File: src/rtl/att_pkg.sv
package att_pkg;
  // Gain tracker behaviour: follow the code directly, or move in steps.
  typedef enum logic [0:0] {
    GS_TRACK = 1'b0,
    GS_RAMP  = 1'b1
  } gain_state_e;
endpackage

File: src/rtl/att_code_hold.sv
module att_code_hold #(
  parameter int CW = 10
) (
  input  logic          clk,
  input  logic          rst,
  input  logic          load,
  input  logic [CW-1:0] code_in,
  output logic [CW-1:0] pending
);
  localparam logic [CW-1:0] FULL = '1;

  always_ff @(posedge clk) begin
    if (rst) pending <= FULL;
    else if (load) pending <= code_in;
  end
endmodule

File: src/rtl/att_gain_ramp.sv
module att_gain_ramp
  import att_pkg::*;
#(
  parameter int CW   = 10,
  parameter int STEP = 64,
  localparam int LW  = CW + 1
) (
  input  logic          clk,
  input  logic          rst,
  input  logic          tick,
  input  logic          mute,
  input  logic [CW-1:0] code,
  output logic [LW-1:0] level
);
  localparam logic [LW:0]   STEP_W = (LW+1)'(STEP);
  localparam logic [LW-1:0] STEP_L = LW'(STEP);
  localparam logic [LW-1:0] FULL_L = LW'(1) << CW;

  gain_state_e state;
  logic [LW-1:0] target;
  logic [LW:0]   raised;

  always_comb begin
    target = LW'(code) + LW'(1);
    raised = {1'b0, level} + STEP_W;
  end

  always_ff @(posedge clk) begin
    if (rst) begin
      level <= FULL_L;
      state <= GS_TRACK;
    end else if (tick) begin
      if (mute) begin
        state <= GS_RAMP;
        level <= (level > STEP_L) ? level - STEP_L : '0;
      end else if (state == GS_RAMP) begin
        if (raised >= {1'b0, target}) begin
          level <= target;
          state <= GS_TRACK;
        end else begin
          level <= raised[LW-1:0];
        end
      end else begin
        level <= target;
      end
    end
  end
endmodule

File: src/rtl/att_scale_pipe.sv
module att_scale_pipe #(
  parameter int DW  = 24,
  parameter int CW  = 10,
  localparam int LW = CW + 1,
  localparam int PW = DW + LW + 1
) (
  input  logic          clk,
  input  logic          rst,
  input  logic [DW-1:0] din,
  input  logic          din_valid,
  input  logic [LW-1:0] level,
  output logic [DW-1:0] dout,
  output logic          dout_valid
);
  logic signed [PW-1:0] prod_q;
  logic                 v_q;
  logic signed [PW-1:0] shifted;

  always_ff @(posedge clk) begin
    if (rst) begin
      prod_q <= '0;
      v_q    <= 1'b0;
    end else begin
      v_q <= din_valid;
      if (din_valid) prod_q <= $signed(din) * $signed({1'b0, level});
    end
  end

  always_comb shifted = prod_q >>> CW;

  always_ff @(posedge clk) begin
    if (rst) begin
      dout       <= '0;
      dout_valid <= 1'b0;
    end else begin
      dout_valid <= v_q;
      if (v_q) dout <= DW'(shifted);
    end
  end
endmodule

File: src/rtl/vol_fader.sv
module vol_fader #(
  parameter int DW   = 24,
  parameter int CW   = 10,
  parameter int STEP = 64,
  localparam int LW  = CW + 1
) (
  input  logic          clk,
  input  logic          rst,
  input  logic [DW-1:0] l_data,
  input  logic          l_valid,
  input  logic [DW-1:0] r_data,
  input  logic          r_valid,
  input  logic [CW-1:0] l_code,
  input  logic [CW-1:0] r_code,
  input  logic          code_load,
  input  logic          mute_reg,
  input  logic          mute_pin,
  input  logic          frame_tick,
  output logic [DW-1:0] o_l_data,
  output logic          o_l_valid,
  output logic [DW-1:0] o_r_data,
  output logic          o_r_valid
);
  localparam int NCH = 2;

  logic [DW-1:0] din   [NCH];
  logic          dvin  [NCH];
  logic [CW-1:0] cin   [NCH];
  logic [CW-1:0] pend  [NCH];
  logic [LW-1:0] lvl   [NCH];
  logic [DW-1:0] dout  [NCH];
  logic          dvout [NCH];
  logic          mute_any;
  logic [LW-1:0] lvl_l, lvl_r;

  always_comb begin
    mute_any = mute_reg | mute_pin;
    din[0] = l_data;  dvin[0] = l_valid; cin[0] = l_code;
    din[1] = r_data;  dvin[1] = r_valid; cin[1] = r_code;
    lvl_l = lvl[0];
    lvl_r = lvl[1];
  end

  for (genvar ch = 0; ch < NCH; ch++) begin : g_ch
    att_code_hold #(.CW(CW)) u_hold (
      .clk(clk), .rst(rst), .load(code_load),
      .code_in(cin[ch]), .pending(pend[ch])
    );
    att_gain_ramp #(.CW(CW), .STEP(STEP)) u_ramp (
      .clk(clk), .rst(rst), .tick(frame_tick), .mute(mute_any),
      .code(pend[ch]), .level(lvl[ch])
    );
    att_scale_pipe #(.DW(DW), .CW(CW)) u_pipe (
      .clk(clk), .rst(rst), .din(din[ch]), .din_valid(dvin[ch]),
      .level(lvl[ch]), .dout(dout[ch]), .dout_valid(dvout[ch])
    );
  end

  always_comb begin
    o_l_data  = dout[0];
    o_l_valid = dvout[0];
    o_r_data  = dout[1];
    o_r_valid = dvout[1];
  end
endmodule

File: config.mk
export PLATFORM = sky130hd
export DESIGN_NAME = vol_fader
export DESIGN_NICKNAME = d
export VERILOG_FILES = /design/src/rtl/att_pkg.sv /design/src/rtl/att_code_hold.sv /design/src/rtl/att_gain_ramp.sv /design/src/rtl/att_scale_pipe.sv /design/src/rtl/vol_fader.sv
export SDC_FILE = /design/constraint.sdc
export NUM_CORES = 2
export LEC_CHECK = 0
export ABC_CLOCK_PERIOD_IN_PS = 5580
export BUFFER_PORTS_ARGS = -buffer_cell sky130_fd_sc_hd__buf_2
export CORE_ASPECT_RATIO = 2
export CORE_MARGIN = 8
export CORE_UTILIZATION = 58
export CTS_CLUSTER_SIZE = 20
export DETAILED_ROUTE_END_ITERATION = 8
export PLACE_DENSITY_LB_ADDON = 0.3
export SLEW_MARGIN = 0
export SYNTH_ARGS = -nofsm -noshare
export SYNTH_HDL_FRONTEND = slang
export SYNTH_HIERARCHICAL = 1
export SYNTH_SLANG_ARGS = --single-unit
File: constraint.sdc
create_clock -name clk -period 5.58 [get_ports clk]
set_clock_uncertainty 0.1 [all_clocks]
set_input_delay 0.279 -clock clk [delete_from_list [all_inputs] [get_ports clk]]
set_output_delay 0.279 -clock clk [all_outputs]
set_load 0.005 [all_outputs]
# After elaboration in Yosys (flattened, before gate mapping)
# Cells that the tools add are included.
# W data, S select, Z words.
# totals
ff_bits	164
inputBits	76
output_inout_bits	50
wordCells	41
# op_classes
n_addsub	6
multipliers	2
magnitude_cmp	4
muxes	14
bitwise_logic	1
# ops
operator	n
$mux W11	8
$mul A24 B12 Y34	2
$add A11 B7 Y12 const B	2
$ge A12 B11 Y1	2
$add A10 B1 Y11 const B	2
$gt A11 B7 Y1 const B	2
$sub A11 B7 Y11 const B	2
$mux W1	6
$or A1 B1 Y1	1

# Depth between registers and ports, before layout
# depth
depth_word	5
depth_mapped	21
ltp_nobuf	20

# Hierarchy
# Netlist, hierarchy kept.
# modules_own_cells
module	n_inst	cells_each	area_per_inst_um2	seq_area_each_um2
att_scale_pipe (g_ch[1].u_pipe)	1	1184	10477.5	1001.0
att_scale_pipe (g_ch[0].u_pipe)	1	1176	10397.5	1001.0
att_gain_ramp (g_ch[0].u_ramp)	1	130	1152.4	240.2
att_gain_ramp (g_ch[1].u_ramp)	1	140	1138.6	240.2
att_code_hold	2	33	381.6	200.2
vol_fader	1	1	6.3	0.0

# Least setup slack after synthesis
# No wires, ideal clock.
# synth_path
kind	register -> register
from	reg g_ch[0].u_ramp.level[3]
to	reg g_ch[0].u_pipe.prod_q[32]
setup_time_ns	0.117
t_arrival_ns	5.622
required_ns	5.363
setup_slack_ns	-0.259
stages_incl_launch_ff	20
path_buffers	1
synth_period_minus_slack_ns	5.839
cell_sequence	dfxtp_1 clkbuf_1 nand2_1 fa_1 fa_1 fa_1 inv_1 fa_1 inv_1 fa_1 inv_1 ha_1 and2_1 a221oi_1 o221a_2 o211a_4 nor3_2 o31a_1 or3_1 a32o_1
# synth_via
elab_chain_cells	1
# synth_lines
element	line	rtl
from (decl)	att_gain_ramp.sv:13	output logic [LW-1:0] level
from (signal assigned)	att_gain_ramp.sv:35	level <= (level > STEP_L) ? level - STEP_L : '0;
from (signal assigned)	att_gain_ramp.sv:38	level <= target;
from (signal assigned)	att_gain_ramp.sv:41	level <= raised[LW-1:0];
$mul A24 B12 Y34	att_scale_pipe.sv:25	if (din_valid) prod_q <= $signed(din) * $signed({1'b0, level});
to (signal assigned)	att_scale_pipe.sv:25	
to (decl)	att_scale_pipe.sv:15	logic signed [PW-1:0] prod_q;
# No other way between the ends.
# A chain may end at the register's enable or synchronous reset.

# Final worst setup path
# layout_path
from	reg g_ch[0].u_ramp.level[6]
to	reg g_ch[0].u_pipe.prod_q[33]
# Same word-level chain as after synthesis.

==> summary.txt <==
STA
  • Setup tns final: -0.157 ns
  • Worst hold slack: 0.0844 ns
  • Setup violators final: 5
  • Worst Max-Slew Pin Slew: 0.680 ns
  • Fin. max-slew vios: 0
  • Tmin final: approximately 5.6 ns
  • RSZ-0062 raised after global routing: yes
  • Final period utilization: 1.01
  • Max Fclk: 0.177 GHz
  • Rel. slew slack: 0.543
  • Setup slack after layout: -0.0587 ns
  • Final Hold Vio Count: 0

Global routing
  • Initial antenna violation count: 5
  • GRT Overall Usage: 0.278
  • Largest net degree at the start of global routing: 56
  • Grt total ovfl: 0
  • Vias in the first global route: 22200
  • First-pass GRT wire length: 106 mm

Floorplan
  • Die Width: 160 µm
  • Io pins: 126
  • Die Ht: slightly above 300 µm
  • Rows: 105
  • Initial Util: 0.586
  • Die ar.: 48400 µm²
  • Core footprint: between 40000 and 50000 µm²

Status
  • Failing checks: setup timing
  • Status: complete, but fails checks

Critical path
  • Worst R2R Start: g_ch[0].u_ramp/level[6]
  • CP Capture Type: flip-flop
  • CP startpoint kind: flip-flop
  • Crit path kind: flip-flop to flip-flop
  • CP Data Arrival Time: ~5.8 ns
  • Cells on worst reg2reg path: 21
  • Reg2reg setup slack: -0.06 ns
  • Max FO, Critical Path: 7
  • CP required: 5.78 ns
  • Reg-to-Reg End: g_ch[0].u_pipe/prod_q[33]

Logic synthesis
  • Yosys cell types: 97
  • Post-synth EDFFs: 0
  • Seq/Total Area, Yosys: 0.120
  • Synth Warn #: 6
  • Dominant synthesized flop cell: dfxtp_1
  • Async SR Flop Fraction: 0
  • Synthesized area per cell: 8.87 µm²
  • Post-Syn Area: 23900 µm²
  • Post-Synthesis Net Count: 3389
  • Flop and latch count out of synthesis: ~140
  • Mapped Cells: between 2000 and 3000

Placement
  • Placed instance count: around 3400
  • GPL Wtd Cong: 0.946
  • Dpl hpwl: 53.2 mm
  • Area after DPL: 26300 µm²
  • IO buf count: 125

Detailed routing
  • Drt via density: 5.51
  • Routed met2 length: 38.2 mm
  • DRC: 0
  • Pre-antenna DRT Iters: 5
  • Total number of vias: 19400
  • WL/cell: 18.9 µm
  • Final WL: 66.6 mm
  • Routed Antenna Nets: 0
  • Met1 WL: 20.5 mm
  • WL met3: about 2.7 mm
  • DRT iter0 DRCs: 928
  • Top Layer Used: met5

Flow run
  • Max-Cap Viols: 0

Hold path
  • Hold Path End: g_ch[0].u_pipe/prod_q[14]
  • Hold Path Depth: 2
  • Hold Startpoint: rst
  • Hold Crit Class: primary input to flip-flop

Pwr
  • P_leak: around 14 nW
  • Peak VDD IR: 0.389 mV
  • P per Cell Area: 342 nW/µm²

Final layout
  • Post-route cell area: between 20000 and 30000 µm²
  • Cell Count, Final, Fillers Out: ~3500
  • # nets final: 3659
  • Commonest non-fill, non-tap cell in the layout: inv_1
  • Fin util: 0.697
  • Layout cells sized above 1: 0.189
  • Synth-to-layout area growth: 19.0%
  • Commonest non-fill, non-tap cells in the layout: 586 x inv_1, 427 x fa_1, 387 x nand2_1, 189 x buf_4, 170 x and2_1

Clock tree
  • Clk slew on worst S/H paths: 0.07 ns
  • Clk_lat worst skew: approximately 0.45 ns
  • CTS Buffer Depth: 2
  • Root Driver: clkbuf_16
  • Clk sinks: 144
  • CTS H-Tree Depth: 4
  • CTS tree: built
  • CTS Buf Count: 17
[per-layer routing]
| metal | vias to the layer above | track usage |
|---|---|---|
| li1 | 8713 | - |
| met1 | 9701 | 0.238 |
| met2 | 639 | 0.560 |
| met3 | 342 | 0.0437 |
| met4 | 4 | 0.207 |
| met5 | - | 0 |
[cell usage after synthesis, drive strengths merged, types with 6 or more instances]
| cell type | instances | share of area |
|---|---|---|
| inv | 600 | 0.094 |
| fa | 448 | 0.37 |
| nand2 | 397 | 0.063 |
| and2 | 174 | 0.045 |
| ha | 168 | 0.088 |
| dfxtp | 144 | 0.12 |
| clkbuf | 120 | 0.019 |
| nor2 | 113 | 0.018 |
| mux2i | 74 | 0.031 |
| a21oi | 54 | 0.012 |
| xnor2 | 48 | 0.018 |
| xor2 | 37 | 0.014 |
| o21ai | 31 | 0.0070 |
| nor2b | 26 | 0.0068 |
| nand3 | 25 | 0.0052 |
| a211o | 22 | 0.0081 |
| a21o | 13 | 0.0041 |
| nand2b | 13 | 0.0034 |
| nor3 | 13 | 0.0029 |
| nand4 | 12 | 0.0031 |
| a211oi | 10 | 0.0031 |
| buf | 10 | 0.0038 |
| and3 | 9 | 0.0026 |
| or3 | 9 | 0.0024 |
| o31ai | 8 | 0.0027 |
| o32ai | 7 | 0.0026 |
| nor3b | 6 | 0.0019 |
| o211ai | 6 | 0.0019 |
| o21a | 6 | 0.0019 |
[critical path, cell delays in order, from the launching register on]
cell,delay (ns)
dfxtp_4,0.41
buf_6,0.15
nand2_1,0.09
fa_1,0.55
inv_1,0.05
fa_1,0.55
fa_2,0.45
fa_1,0.49
inv_1,0.05
fa_1,0.47
inv_1,0.05
ha_1,0.30
nand4_1,0.18
o221ai_2,0.30
a41oi_2,0.17
buf_4,0.16
o211a_4,0.16
nor3_4,0.18
buf_6,0.14
nor2_4,0.04
a211oi_1,0.34
a2111oi_4,0.09
[per-stage QoR]
step / total power [mW] / setup slack [ns]
floorplan: 5.53 / 0.0161
global placement: 7.43 / -0.209
detailed placement: 7.67 / -0.266
CTS: 9.27 / -0.0521
global route: 10.6 / -0.194
finish: 9.76 / -0.0587
[cells by family after synthesis]
family	count (synthesis)	share of synthesized area
simple gates	820	0.163
fa+ha+maj	616	0.463
buf+inv	731	0.117
flops	144	0.120
xor+xnor	85	0.0311
mux	74	0.0309
compound gates	227	0.0754
[flip-flops by register name, indices dropped and copies added (netlist names)]
register / count
g_ch.u_pipe/v_q: 2
g_ch.u_pipe/dout: 48
g_ch.u_hold/pending: 20
g_ch.u_ramp/level: 22
g_ch.u_ramp/state: 2
g_ch.u_pipe/prod_q: 48
g_ch.u_pipe/dout_valid: 2
[how the worst max path moves through the flow]
stage                                  startpoint  depth (start not counted)  slack, ns                         to
after detailed placement  g_ch[0].u_ramp/level[3]                         19      -0.27  g_ch[0].u_pipe/prod_q[32]
after floorplan           g_ch[0].u_ramp/level[3]                         19       0.02  g_ch[0].u_pipe/prod_q[32]
after global placement    g_ch[1].u_ramp/level[6]                         22      -0.21  g_ch[1].u_pipe/prod_q[29]
after global routing      g_ch[1].u_ramp/level[7]                         22      -0.19  g_ch[1].u_pipe/prod_q[32]
final                     g_ch[0].u_ramp/level[6]                         21      -0.06  g_ch[0].u_pipe/prod_q[33]
after CTS                 g_ch[1].u_ramp/level[7]                         23      -0.05  g_ch[1].u_pipe/prod_q[32]
[layout make-up]
type,count,area [µm²]
antenna,3,7.51
clock buffer,17,425
clock inverter,15,191
fill,3048,12400
inverter,601,2260
multi-input combinational,1822,18900
sequential,144,2920
tap,535,669
timing repair buffer,381,3080
[repair_timing]
item,CTS,global route
endpoints found under the hold margin,20,0
buffers inserted,18,21
gates cloned,5,2
pin swaps,39,103
hold buffers,20,0
setup endpoints to repair,18,30
gates resized for setup,66,120
[where the power goes]
part           internal (mW)  switching, mW
Clock                  0.686          0.558
Combinational           3.28           3.89
Sequential              1.21          0.126
Total                   5.18           4.58
Power figures use the tool's default switching activity.
